<file path="src/rtl/ocp_flag_pkg.sv">
package ocp_flag_pkg;

    typedef enum logic [1:0] {
        ST_WATCH    = 2'd0,
        ST_BLANK    = 2'd1,
        ST_DEBOUNCE = 2'd2,
        ST_HIT      = 2'd3
    } win_state_t;

    localparam int BLANK_CODE_W = 3;
    localparam int BLANK_MAX_NS = 800;

    // Blanking length in ns: fine steps of 40 ns up to code 3, then 200 ns steps.
    function automatic int blank_ns(input logic [BLANK_CODE_W-1:0] code);
        if (code < 3'd4)
            return int'(code) * 40;
        else
            return (int'(code) - 3) * 200;
    endfunction

endpackage

</file>
<file path="src/rtl/ocp_sync.sv">
module ocp_sync #(
    parameter int STAGES = 2
) (
    input  logic clk,
    input  logic rst_n,
    input  logic d,
    output logic q
);
    logic [STAGES-1:0] chain;

    always_ff @(posedge clk or negedge rst_n) begin
        if (!rst_n) begin
            chain <= '0;
        end else begin
            chain[0] <= d;
            for (int i = 1; i < STAGES; i++) begin
                chain[i] <= chain[i-1];
            end
        end
    end

    assign q = chain[STAGES-1];
endmodule

</file>
<file path="src/rtl/ocp_ref_edge.sv">
module ocp_ref_edge #(
    parameter int NREF = 4
) (
    input  logic                    clk,
    input  logic                    rst_n,
    input  logic [NREF-1:0]         pwm_ref,
    input  logic [$clog2(NREF)-1:0] ref_sel,
    output logic                    ref_rise
);
    logic sel_now;
    logic sel_prev;

    assign sel_now = pwm_ref[ref_sel];

    always_ff @(posedge clk or negedge rst_n) begin
        if (!rst_n) sel_prev <= 1'b0;
        else        sel_prev <= sel_now;
    end

    assign ref_rise = sel_now & ~sel_prev;
endmodule

</file>
<file path="src/rtl/ocp_window_fsm.sv">
module ocp_window_fsm
    import ocp_flag_pkg::*;
#(
    parameter int BW    = 5,
    parameter int DEB_W = 2
) (
    input  logic             clk,
    input  logic             rst_n,
    input  logic             ref_rise,
    input  logic             cycle_start,
    input  logic             cmp_s,
    input  logic [BW-1:0]    blank_len,
    input  logic [DEB_W-1:0] deb_len,
    output win_state_t       st,
    output logic             trip,
    output logic             in_hit
);
    win_state_t       st_n;
    logic [BW-1:0]    bcnt, bcnt_n;
    logic [DEB_W-1:0] run, run_n;

    // State register
    always_ff @(posedge clk or negedge rst_n) begin
        if (!rst_n) begin
            st   <= ST_WATCH;
            bcnt <= '0;
            run  <= '0;
        end else begin
            st   <= st_n;
            bcnt <= bcnt_n;
            run  <= run_n;
        end
    end

    // Next state
    always_comb begin
        st_n   = st;
        bcnt_n = bcnt;
        run_n  = run;
        unique case (st)
            ST_WATCH: begin
                if (cmp_s) begin
                    if (trip) begin
                        st_n  = ST_HIT;
                        run_n = '0;
                    end else begin
                        st_n  = ST_DEBOUNCE;
                        run_n = DEB_W'(1);
                    end
                end
            end
            ST_DEBOUNCE: begin
                if (!cmp_s) begin
                    st_n  = ST_WATCH;
                    run_n = '0;
                end else if (trip) begin
                    st_n  = ST_HIT;
                    run_n = '0;
                end else begin
                    run_n = run + DEB_W'(1);
                end
            end
            ST_BLANK: begin
                bcnt_n = (bcnt == '0) ? '0 : bcnt - BW'(1);
                if (bcnt <= BW'(1)) st_n = ST_WATCH;
            end
            ST_HIT: begin
                if (cycle_start) st_n = ST_WATCH;
            end
        endcase
        if (ref_rise && (st != ST_HIT || cycle_start)) begin
            run_n = '0;
            if (blank_len != '0) begin
                st_n   = ST_BLANK;
                bcnt_n = blank_len;
            end else begin
                st_n   = ST_WATCH;
                bcnt_n = '0;
            end
        end
    end

    // Outputs
    always_comb begin
        trip   = !ref_rise && cmp_s &&
                 ((st == ST_WATCH    && deb_len == '0) ||
                  (st == ST_DEBOUNCE && run >= deb_len));
        in_hit = (st == ST_HIT);
    end
endmodule

</file>
<file path="src/rtl/ocp_trip_track.sv">
module ocp_trip_track #(
    parameter int TMO_W = 2
) (
    input  logic             clk,
    input  logic             rst_n,
    input  logic             trip,
    input  logic             in_hit,
    input  logic             cycle_start,
    input  logic [TMO_W-1:0] tmo_code,
    input  logic             latch_clr,
    output logic             qual,
    output logic             cyc_flag,
    output logic             lat_flag
);
    localparam int CW = (1 << TMO_W) - 1;

    logic [CW-1:0] consec, consec_inc, consec_eff;
    logic [CW:0]   need, tally;

    assign consec_inc = (&consec) ? consec : consec + CW'(1);
    assign consec_eff = cycle_start ? (in_hit ? consec_inc : '0) : consec;
    assign need       = (CW+1)'(1) << tmo_code;
    assign tally      = {1'b0, consec_eff} + (CW+1)'(1);
    assign qual       = trip && (tally >= need);

    always_ff @(posedge clk or negedge rst_n) begin
        if (!rst_n) begin
            consec   <= '0;
            cyc_flag <= 1'b0;
            lat_flag <= 1'b0;
        end else begin
            consec <= consec_eff;
            if (qual)             cyc_flag <= 1'b1;
            else if (cycle_start) cyc_flag <= 1'b0;
            if (qual)             lat_flag <= 1'b1;
            else if (latch_clr)   lat_flag <= 1'b0;
        end
    end
endmodule

</file>
<file path="src/rtl/ocp_cycle_flag.sv">
module ocp_cycle_flag
    import ocp_flag_pkg::*;
#(
    parameter int NREF        = 4,
    parameter int SYNC_STAGES = 2,
    parameter int TICK_NS     = 40,
    parameter int DEB_W       = 2,
    parameter int TMO_W       = 2
) (
    input  logic                    clk,
    input  logic                    rst_n,
    input  logic                    cmp_raw,
    input  logic [NREF-1:0]         pwm_ref,
    input  logic [$clog2(NREF)-1:0] ref_sel,
    input  logic                    cycle_start,
    input  logic [BLANK_CODE_W-1:0] blank_code,
    input  logic [DEB_W-1:0]        deb_code,
    input  logic [TMO_W-1:0]        tmo_code,
    input  logic                    latch_clr,
    output logic                    cyc_flag,
    output logic                    lat_flag
);
    localparam int BLANK_STEPS = 1 << BLANK_CODE_W;
    localparam int BW          = $clog2(BLANK_MAX_NS / TICK_NS + 1);

    logic          cmp_sync;
    logic          ref_rise;
    logic          trip;
    logic          in_hit;
    logic          trip_qual;
    win_state_t    win_state;
    logic [BW-1:0] blank_tbl [BLANK_STEPS];
    logic [BW-1:0] blank_len;

    for (genvar g = 0; g < BLANK_STEPS; g++) begin : g_blank
        assign blank_tbl[g] = BW'(blank_ns(BLANK_CODE_W'(g)) / TICK_NS);
    end
    assign blank_len = blank_tbl[blank_code];

    ocp_sync #(.STAGES(SYNC_STAGES)) u_sync (
        .clk   (clk),
        .rst_n (rst_n),
        .d     (cmp_raw),
        .q     (cmp_sync)
    );

    ocp_ref_edge #(.NREF(NREF)) u_edge (
        .clk      (clk),
        .rst_n    (rst_n),
        .pwm_ref  (pwm_ref),
        .ref_sel  (ref_sel),
        .ref_rise (ref_rise)
    );

    ocp_window_fsm #(.BW(BW), .DEB_W(DEB_W)) u_win (
        .clk         (clk),
        .rst_n       (rst_n),
        .ref_rise    (ref_rise),
        .cycle_start (cycle_start),
        .cmp_s       (cmp_sync),
        .blank_len   (blank_len),
        .deb_len     (deb_code),
        .st          (win_state),
        .trip        (trip),
        .in_hit      (in_hit)
    );

    ocp_trip_track #(.TMO_W(TMO_W)) u_track (
        .clk         (clk),
        .rst_n       (rst_n),
        .trip        (trip),
        .in_hit      (in_hit),
        .cycle_start (cycle_start),
        .tmo_code    (tmo_code),
        .latch_clr   (latch_clr),
        .qual        (trip_qual),
        .cyc_flag    (cyc_flag),
        .lat_flag    (lat_flag)
    );
endmodule

</file>
<file path="config.mk">
export PLATFORM = sky130hd
export DESIGN_NAME = ocp_cycle_flag
export DESIGN_NICKNAME = d
export VERILOG_FILES = /design/src/rtl/ocp_flag_pkg.sv /design/src/rtl/ocp_sync.sv /design/src/rtl/ocp_ref_edge.sv /design/src/rtl/ocp_window_fsm.sv /design/src/rtl/ocp_trip_track.sv /design/src/rtl/ocp_cycle_flag.sv
export SDC_FILE = /design/constraint.sdc
export NUM_CORES = 1
export LEC_CHECK = 0
export BUFFER_PORTS_ARGS = -buffer_cell sky130_fd_sc_hd__buf_2
export CAP_MARGIN = 20
export CORE_UTILIZATION = 50
export DETAILED_ROUTE_END_ITERATION = 10
export PLACE_DENSITY = 0.81
export SLEW_MARGIN = 10
export SYNTH_ARGS = -nofsm -noshare
export SYNTH_HDL_FRONTEND = slang
export SYNTH_SLANG_ARGS = --single-unit
</file>
<file path="constraint.sdc">
create_clock -name clk -period 5.9 [get_ports clk]
set_input_delay 0.885 -clock clk [delete_from_list [all_inputs] [get_ports clk]]
set_output_delay 0.885 -clock clk [all_outputs]
set_load 0.005 [all_outputs]
</file>
Word-level counts from Yosys, hierarchy flattened
Memory sizes are Yosys's and may differ from the RTL's. Cells that the tools add are included.

Memory bits (read-only): 40. Memories: 1. Output and inout port bits: 2. Bits in registers: 17. Input bits: 18.

Memory list: (name not given) (words 8, width 5, rd ports 1, clocked after Yosys merged registers in 0, write ports 0, line ocp_cycle_flag.sv:38) `assign blank_len = blank_tbl[blank_code];`.

Reductions and logical operators: 20. $lt $le $gt $ge: 5. Muxes and demuxes: 30. Shifts and indexed selects: 1. Add/subtract/negate cells: 4. Eq/ne operators: 8. Bitwise logic cells: 3.

Operator list (number): 5-bit 2-to-1 mux (6); 2-bit 2-to-1 mux (10); 3-bit 2-to-1 mux (3); 1-bit 2-to-1 mux (8); 2-bit case mux with 4 select lines (1); 1-bit logical AND (6); 2-bit nonzero test (3); 5-bit by 1-bit less-or-equal comparator with 1-bit output, second input constant (1); 5-bit logical NOT (1); 5-bit nonzero test (1); 5-bit by 1-bit subtractor with 5-bit output, second input constant (1); 3-bit by 1-bit adder with 4-bit output, second input constant (1); 2-bit equality test, second input constant (2); 4-bit >= comparator (1); 4-bit >= comparator, second input constant (1); 2-bit logical NOT (2); 4-bit by 2-bit != test with 1-bit output, second input constant (1); 3-bit NOT with 4-bit output (1); 2-bit case mux with 2 select lines (1); 4-bit AND reduction (1); 1-bit by 2-bit left shift with 4-bit output, first input constant (1); 3-bit by 1-bit adder with 3-bit output, second input constant (1); 2-bit by 3-bit less-than comparator with 1-bit output, second input constant (1); 3-bit by 1-bit != test with 1-bit output, second input constant (1); 14 further kinds (15).

Depth between registers and ports, before layout
Depth in word-level cells: 10. Gate-level depth with buffers: 11.

Cells and area by module
Synthesis repeated with hierarchy kept, for this count alone.

Cell total of the unflattened synthesis: 139. Area, all modules: 1295.0 µm².

Modules (own cells, without submodules): ocp_window_fsm (cells an instance 85, area each 719.4 µm², times used 1, sequential area each 225.2 µm²); ocp_trip_track (cells an instance 41, area each 391.6 µm², times used 1, sequential area each 125.1 µm²); ocp_cycle_flag (cells an instance 8, area each 72.6 µm², times used 1, sequential area each 0.0 µm²); ocp_ref_edge (cells an instance 3, area each 61.3 µm², times used 1, sequential area each 25.0 µm²); ocp_sync (cells an instance 2, area each 50.0 µm², times used 1, sequential area each 50.0 µm²).

Worst setup path before layout
OpenSTA, ideal clock, no wires.

Kind: input port to flip-flop. From: input cycle_start. To: register u_track.cyc_flag. Stages: 8. Path buffers: 1. Arrival: 2.484 ns. Slack: 3.283 ns. Path through: clkbuf_1 -> nand3b_1 -> o21ai_0 -> ha_1 -> ha_1 -> a211o_1 -> a21oi_1 -> o22ai_1.

Longest elaborated chain between the ends: 5. Elaborated cells between the ends (all ways): 6.

Ends and longest elaborated chain: from (decl) (line ocp_cycle_flag.sv:15) `input logic cycle_start,`; 3-bit 2-to-1 mux * (line ocp_trip_track.sv:21) `assign consec_eff = cycle_start ? (in_hit ? consec_inc : '0) : consec;`; net u_track.consec_eff[0] (line ocp_trip_track.sv:17) `logic [CW-1:0] consec, consec_inc, consec_eff;`; 3-bit by 1-bit adder with 4-bit output * (line ocp_trip_track.sv:23) `assign tally = {1'b0, consec_eff} + (CW+1)'(1);`; 4-bit >= comparator * (line ocp_trip_track.sv:24) `assign qual = trip && (tally >= need);`; 1-bit logical AND * (line ocp_trip_track.sv:24); 1-bit 2-to-1 mux or 2-bit nonzero test (tied branches); to (signal assigned) (line ocp_trip_track.sv:29) `cyc_flag <= 1'b0;`; to (signal assigned) (line ocp_trip_track.sv:33) `if (qual) cyc_flag <= 1'b1;`; to (signal assigned) (line ocp_trip_track.sv:34) `else if (cycle_start) cyc_flag <= 1'b0;`; to (decl) (line ocp_trip_track.sv:12) `output logic cyc_flag,`.

Mark *: on every way through the listed nets, which the timed path passes. The rest lies on a longest branch. A chain may end at the register's enable or synchronous reset.

Worst setup path after layout
From: register u_track.consec[0]. To: register u_track.cyc_flag.

Longest elaborated chain between the ends: 8. Elaborated cells between the ends (all ways): 10.

Ends and longest elaborated chain: from (decl) (line ocp_trip_track.sv:17); from (signal assigned) (line ocp_trip_track.sv:32) `consec <= consec_eff;`; 3-bit by 1-bit adder with 3-bit output or 3-bit AND reduction (tied branches) (line ocp_trip_track.sv:20) `assign consec_inc = (&consec) ? consec : consec + CW'(1);`; 3-bit 2-to-1 mux (line ocp_trip_track.sv:20); 3-bit 2-to-1 mux (line ocp_trip_track.sv:21); 3-bit 2-to-1 mux * (line ocp_trip_track.sv:21); net u_track.consec_eff[0] (line ocp_trip_track.sv:17); 3-bit by 1-bit adder with 4-bit output * (line ocp_trip_track.sv:23); 4-bit >= comparator * (line ocp_trip_track.sv:24); 1-bit logical AND * (line ocp_trip_track.sv:24); 1-bit 2-to-1 mux or 2-bit nonzero test (tied branches).

Marks and branches as above.

==> results.md <==
Run status:
- The flow ran to the end, and the final reports show no timing, DRC or antenna violations.

Floorplanning:
- The overall die area is 2582 µm².
- The count of pins on the block boundary is 20.
- The number of rows created at floorplan is 17.
- The area of the core is 2233 µm².
- The initial cell density of the core is 53.33%.
- The height of the die is 50.81 µm.
- From left edge to right edge, the die measures 50.81 µm.

Clock network:
- The maximum level of the CTS H-tree is 1.
- The post-cts gate resize count is 0.
- The clock drives 17 sinks.
- The count of hold buffers inserted by post-cts repair is 0.
- Clock-pin slew was measured on the worst setup and hold paths at 0.11 ns.
- The count of buffers added by post-CTS timing repair for setup is 0.
- Buffers inserted during clock tree synthesis total 3.
- The clock latency of the later-clocked register in the worst-skew pair is 0.29 ns.
- TritonCTS built the clock tree.
- The cell at the root of the clock tree is sky130_fd_sc_hd__clkbuf_4.
- The longest clock path from root to sink contains 2 buffers.

STA:
- The final period utilization is 42.11%.
- The total count of max-transition violations in the final report is 0.
- The final setup violation count is 0.
- Setup repair after global routing left no endpoint under its margin.
- The least setup slack across all paths after layout is 3.416 ns.
- In this run the tightest slew margin relative to its limit is 62.94%.
- On the final layout, the worst clock skew is 0.002727 ns.
- The slew at the pin closest to its max-slew limit is 0.5481 ns.
- The final hold violation count is 0.
- The worst path in the final design needs a cycle of 2.484 ns, including I/O delays and setup.
- The highest clock frequency the design can meet is 402.5 MHz.
- The final-layout setup total negative slack is 0 ns.

Synthesis:
- The number of different library cells used by synthesis comes to 40.
- Synthesis produced 130 cells.
- The share of the synthesized area in the top cell type is 35.71%.
- The synthesized netlist occupies a cell area of 1191 µm².
- The number of nets in the synthesized netlist is 160.
- The flip-flop cell with the highest count after synthesis is sky130_fd_sc_hd__dfrtp_1.
- The Yosys step of the flow raised 0 warnings.
- The dominant cell type by area after synthesis is sky130_fd_sc_hd__dfrtp_1.
- After synthesis the netlist holds a flip-flop and latch count of 17.
- The fraction of registers with async set/reset is 100.0%.
- By instance count, the leading cell after synthesis is sky130_fd_sc_hd__dfrtp_1.
- Ranked by total cell area, the synthesized netlist is headed by sky130_fd_sc_hd__dfrtp_1 (36%), sky130_fd_sc_hd__ha_1 (13%), sky130_fd_sc_hd__nand2b_1 (6.8%).
- The sequential area share after synthesis is 35.71%.
- Dividing the synthesized area by the synthesized cell count gives 9.163 µm².
- The number of enable-type register cells in the synthesized netlist is 0.
- By count the netlist is led by sky130_fd_sc_hd__dfrtp_1 (17), sky130_fd_sc_hd__nand2b_1 (13), sky130_fd_sc_hd__ha_1 (12).

Cells and area:
- The fraction of layout cells with a size suffix above 1 is 18.24%.
- Relative to the synthesized area, the layout overhead comes to 11.13%.
- The utilization after layout is 59.27%.
- The antenna diode instance count is 0.
- For this run, the number of standard cells in the final layout without fillers is 176.
- After the last flow step, the layout net total stands at 179.

Route:
- The routed via count divided by cell count is 5.784.
- Wires add up to 2419 µm.
- In this run the remaining antenna-violating nets after routing total 0.
- The number of DRC violations after detailed-routing iteration 0 is 9.
- After detailed routing, the average wire length per cell comes to 13.74 µm.
- The routed layout has 1018 vias.
- The number of detailed-routing iterations run before antenna repair is 4.
- The detailed-route DRC error count is 0.

Power and ir drop:
- The part of the power in the clock network is 15.4%.
- The worst-case IR drop observed on VDD is 0.1825 mV.
- Sequential cells account for 44.5% of the total power.
- In this run the static leakage power is 0.6113 nW.
- The internal power summed over all cells is 0.2534 mW.
- Net switching is 39.72% of the power.
- The sum of internal, switching and leakage power is 0.4204 mW.
- Per report_power, the combinational group accounts for 40.1% of the total.
- The power density over the cells is 317.6 nW/µm².
- The net switching power is 0.1670 mW.

Global routing:
- The first-pass GRT wire length is 4188 µm.
- The via count of the first global-routing pass is 1008.
- The largest net degree at the start of global routing is 18.
- For this run the aggregate overflow at the end of global routing stands at 0.
- The total global routing track utilization is 21.56%.
- The initial antenna violation count was 0.

Worst setup path:
- The end of the worst register-to-register path is u_track.cyc_flag.
- STA puts the critical path data required time at 6.08 ns.
- The type of the worst setup path is reg2reg.
- The largest fanout of any net on the critical path is 5.
- Setup slack on the worst reg-to-reg path comes out at 3.42 ns.
- The worst setup path is launched from a flip-flop.
- The worst register-to-register path begins at u_track.consec[0].
- The number of cells on the worst reg-to-reg path is 9.
- The worst setup path is captured at a flip-flop.
- The arrival time of data at the critical path endpoint is 2.66 ns.

Placement:
- Routability-driven placement finished with a final weighted congestion of 0.8305.
- In this run the tool buffered the top-level ports with 19 buffer cells.
- The number of instances in the placed design is 172.
- The worst-case setup slack after placement is 3.180 ns.
- Detailed placement finished with a half-perimeter wire length of 1945 µm.

Worst hold path:
- The critical hold path startpoint is u_sync.chain[0].
- The capture endpoint of the worst hold path is u_sync.chain[1].
- The worst hold path was traced through 0 stages.
- The tightest min-delay check is of the reg2reg type.

Run:
- The total of max-cap violations is 0.
state kept, by name, summed over array words and instances (netlist names):
name / count
u_track.cyc_flag: 1
u_track.consec: 3
u_win.bcnt: 5
u_track.lat_flag: 1
u_sync.chain: 2
u_win.st: 2
u_win.run: 2
u_edge.sel_prev: 1
power groups by stage:
stage          Combinational (mW)  Sequential (mW)  Clock [mW]
2_1_floorplan               0.141            0.173           0
3_3_place_gp                0.159            0.186           0
3_5_place_dp                0.170            0.188           0
4_1_cts                     0.170            0.186      0.0663
5_1_grt                     0.192            0.193      0.0717
6_report                    0.169            0.187      0.0646
per-stage QoR:
stage	instance area [µm²]	hold WS, ns
after floorplan	1191	0.3312
final	1324	0.3717
after detailed placement	1294	0.3479
after CTS	1324	0.3740
after global routing	1324	0.3850
after global placement	1294	0.3336
worst max-delay path, stage by stage, from the launching register on:
cell and delay [ns]:
sky130_fd_sc_hd__dfrtp_1 0.45, sky130_fd_sc_hd__ha_1 0.27, sky130_fd_sc_hd__nand2_1 0.14, sky130_fd_sc_hd__nand3b_1 0.10
sky130_fd_sc_hd__o21ai_0 0.31, sky130_fd_sc_hd__ha_1 0.31, sky130_fd_sc_hd__ha_1 0.30, sky130_fd_sc_hd__a211o_1 0.25
sky130_fd_sc_hd__a21oi_1 0.16, sky130_fd_sc_hd__o22ai_1 0.10
logic make-up (layout without fill, tap and decap cells):
logic type,Yosys count,after routing,synth area share [%]
flip-flops,17,17,35.71
multiplexers,1,1,1.891
XOR/XNOR,3,3,2.206
buffers and inverters,14,32,5.146
adder cells (fa/ha/maj),12,12,12.60
AND/OR/NAND/NOR,52,52,25.11
AO/OA/AOI/OAI,31,31,17.33
final cells by class:
type                            count  area [µm²]
Clock buffer                        3       22.52
Clock inverter                      1       7.507
Fill cell                         217       909.6
Inverter                            9       33.78
Multi-Input combinational cell     99       704.4
Sequential cell                    17       425.4
Tap cell                           28       35.03
Timing Repair Buffer               19       95.09
worst max path at each step:
| stage | cells past startpoint | to | from |
|---|---|---|---|
| floorplan | 8 | u_track.cyc_flag | cycle_start |
| global placement | 8 | u_track.lat_flag | cycle_start |
| detailed placement | 8 | u_track.cyc_flag | cycle_start |
| CTS | 9 | u_track.cyc_flag | u_track.consec[0] |
| global route | 9 | u_track.lat_flag | u_track.consec[0] |
| finish | 9 | u_track.cyc_flag | u_track.consec[0] |
metal layers:
metal / vias to the layer above / track usage, % / share of wire [%] / wire length (µm)
met5: - / 0 / 0 / 0
met4: 0 / 6.481 / 0.50 / 12
met3: 2 / 2.679 / 2.5 / 61
met2: 14 / 43.78 / 56 / 1358
met1: 491 / 22.52 / 41 / 987
li1: 511 / - / - / -
placed cells by master (no fill, tap or decap), types with 3 or more instances in the layout:
| cell type | count |
|---|---|
| sky130_fd_sc_hd__clkbuf_4 | 3 |
| sky130_fd_sc_hd__dfrtp_1 | 17 |
| sky130_fd_sc_hd__nand3b_1 | 4 |
| sky130_fd_sc_hd__nand2_1 | 11 |
| sky130_fd_sc_hd__o21ai_0 | 5 |
| sky130_fd_sc_hd__nor3_1 | 5 |
| sky130_fd_sc_hd__nand2b_1 | 13 |
| sky130_fd_sc_hd__nor2_1 | 5 |
| sky130_fd_sc_hd__a211oi_1 | 3 |
| sky130_fd_sc_hd__inv_1 | 9 |
| sky130_fd_sc_hd__o22ai_1 | 3 |
| sky130_fd_sc_hd__ha_1 | 12 |
| sky130_fd_sc_hd__buf_2 | 19 |
| sky130_fd_sc_hd__a21oi_1 | 6 |
(Power assumes the default switching activity.)
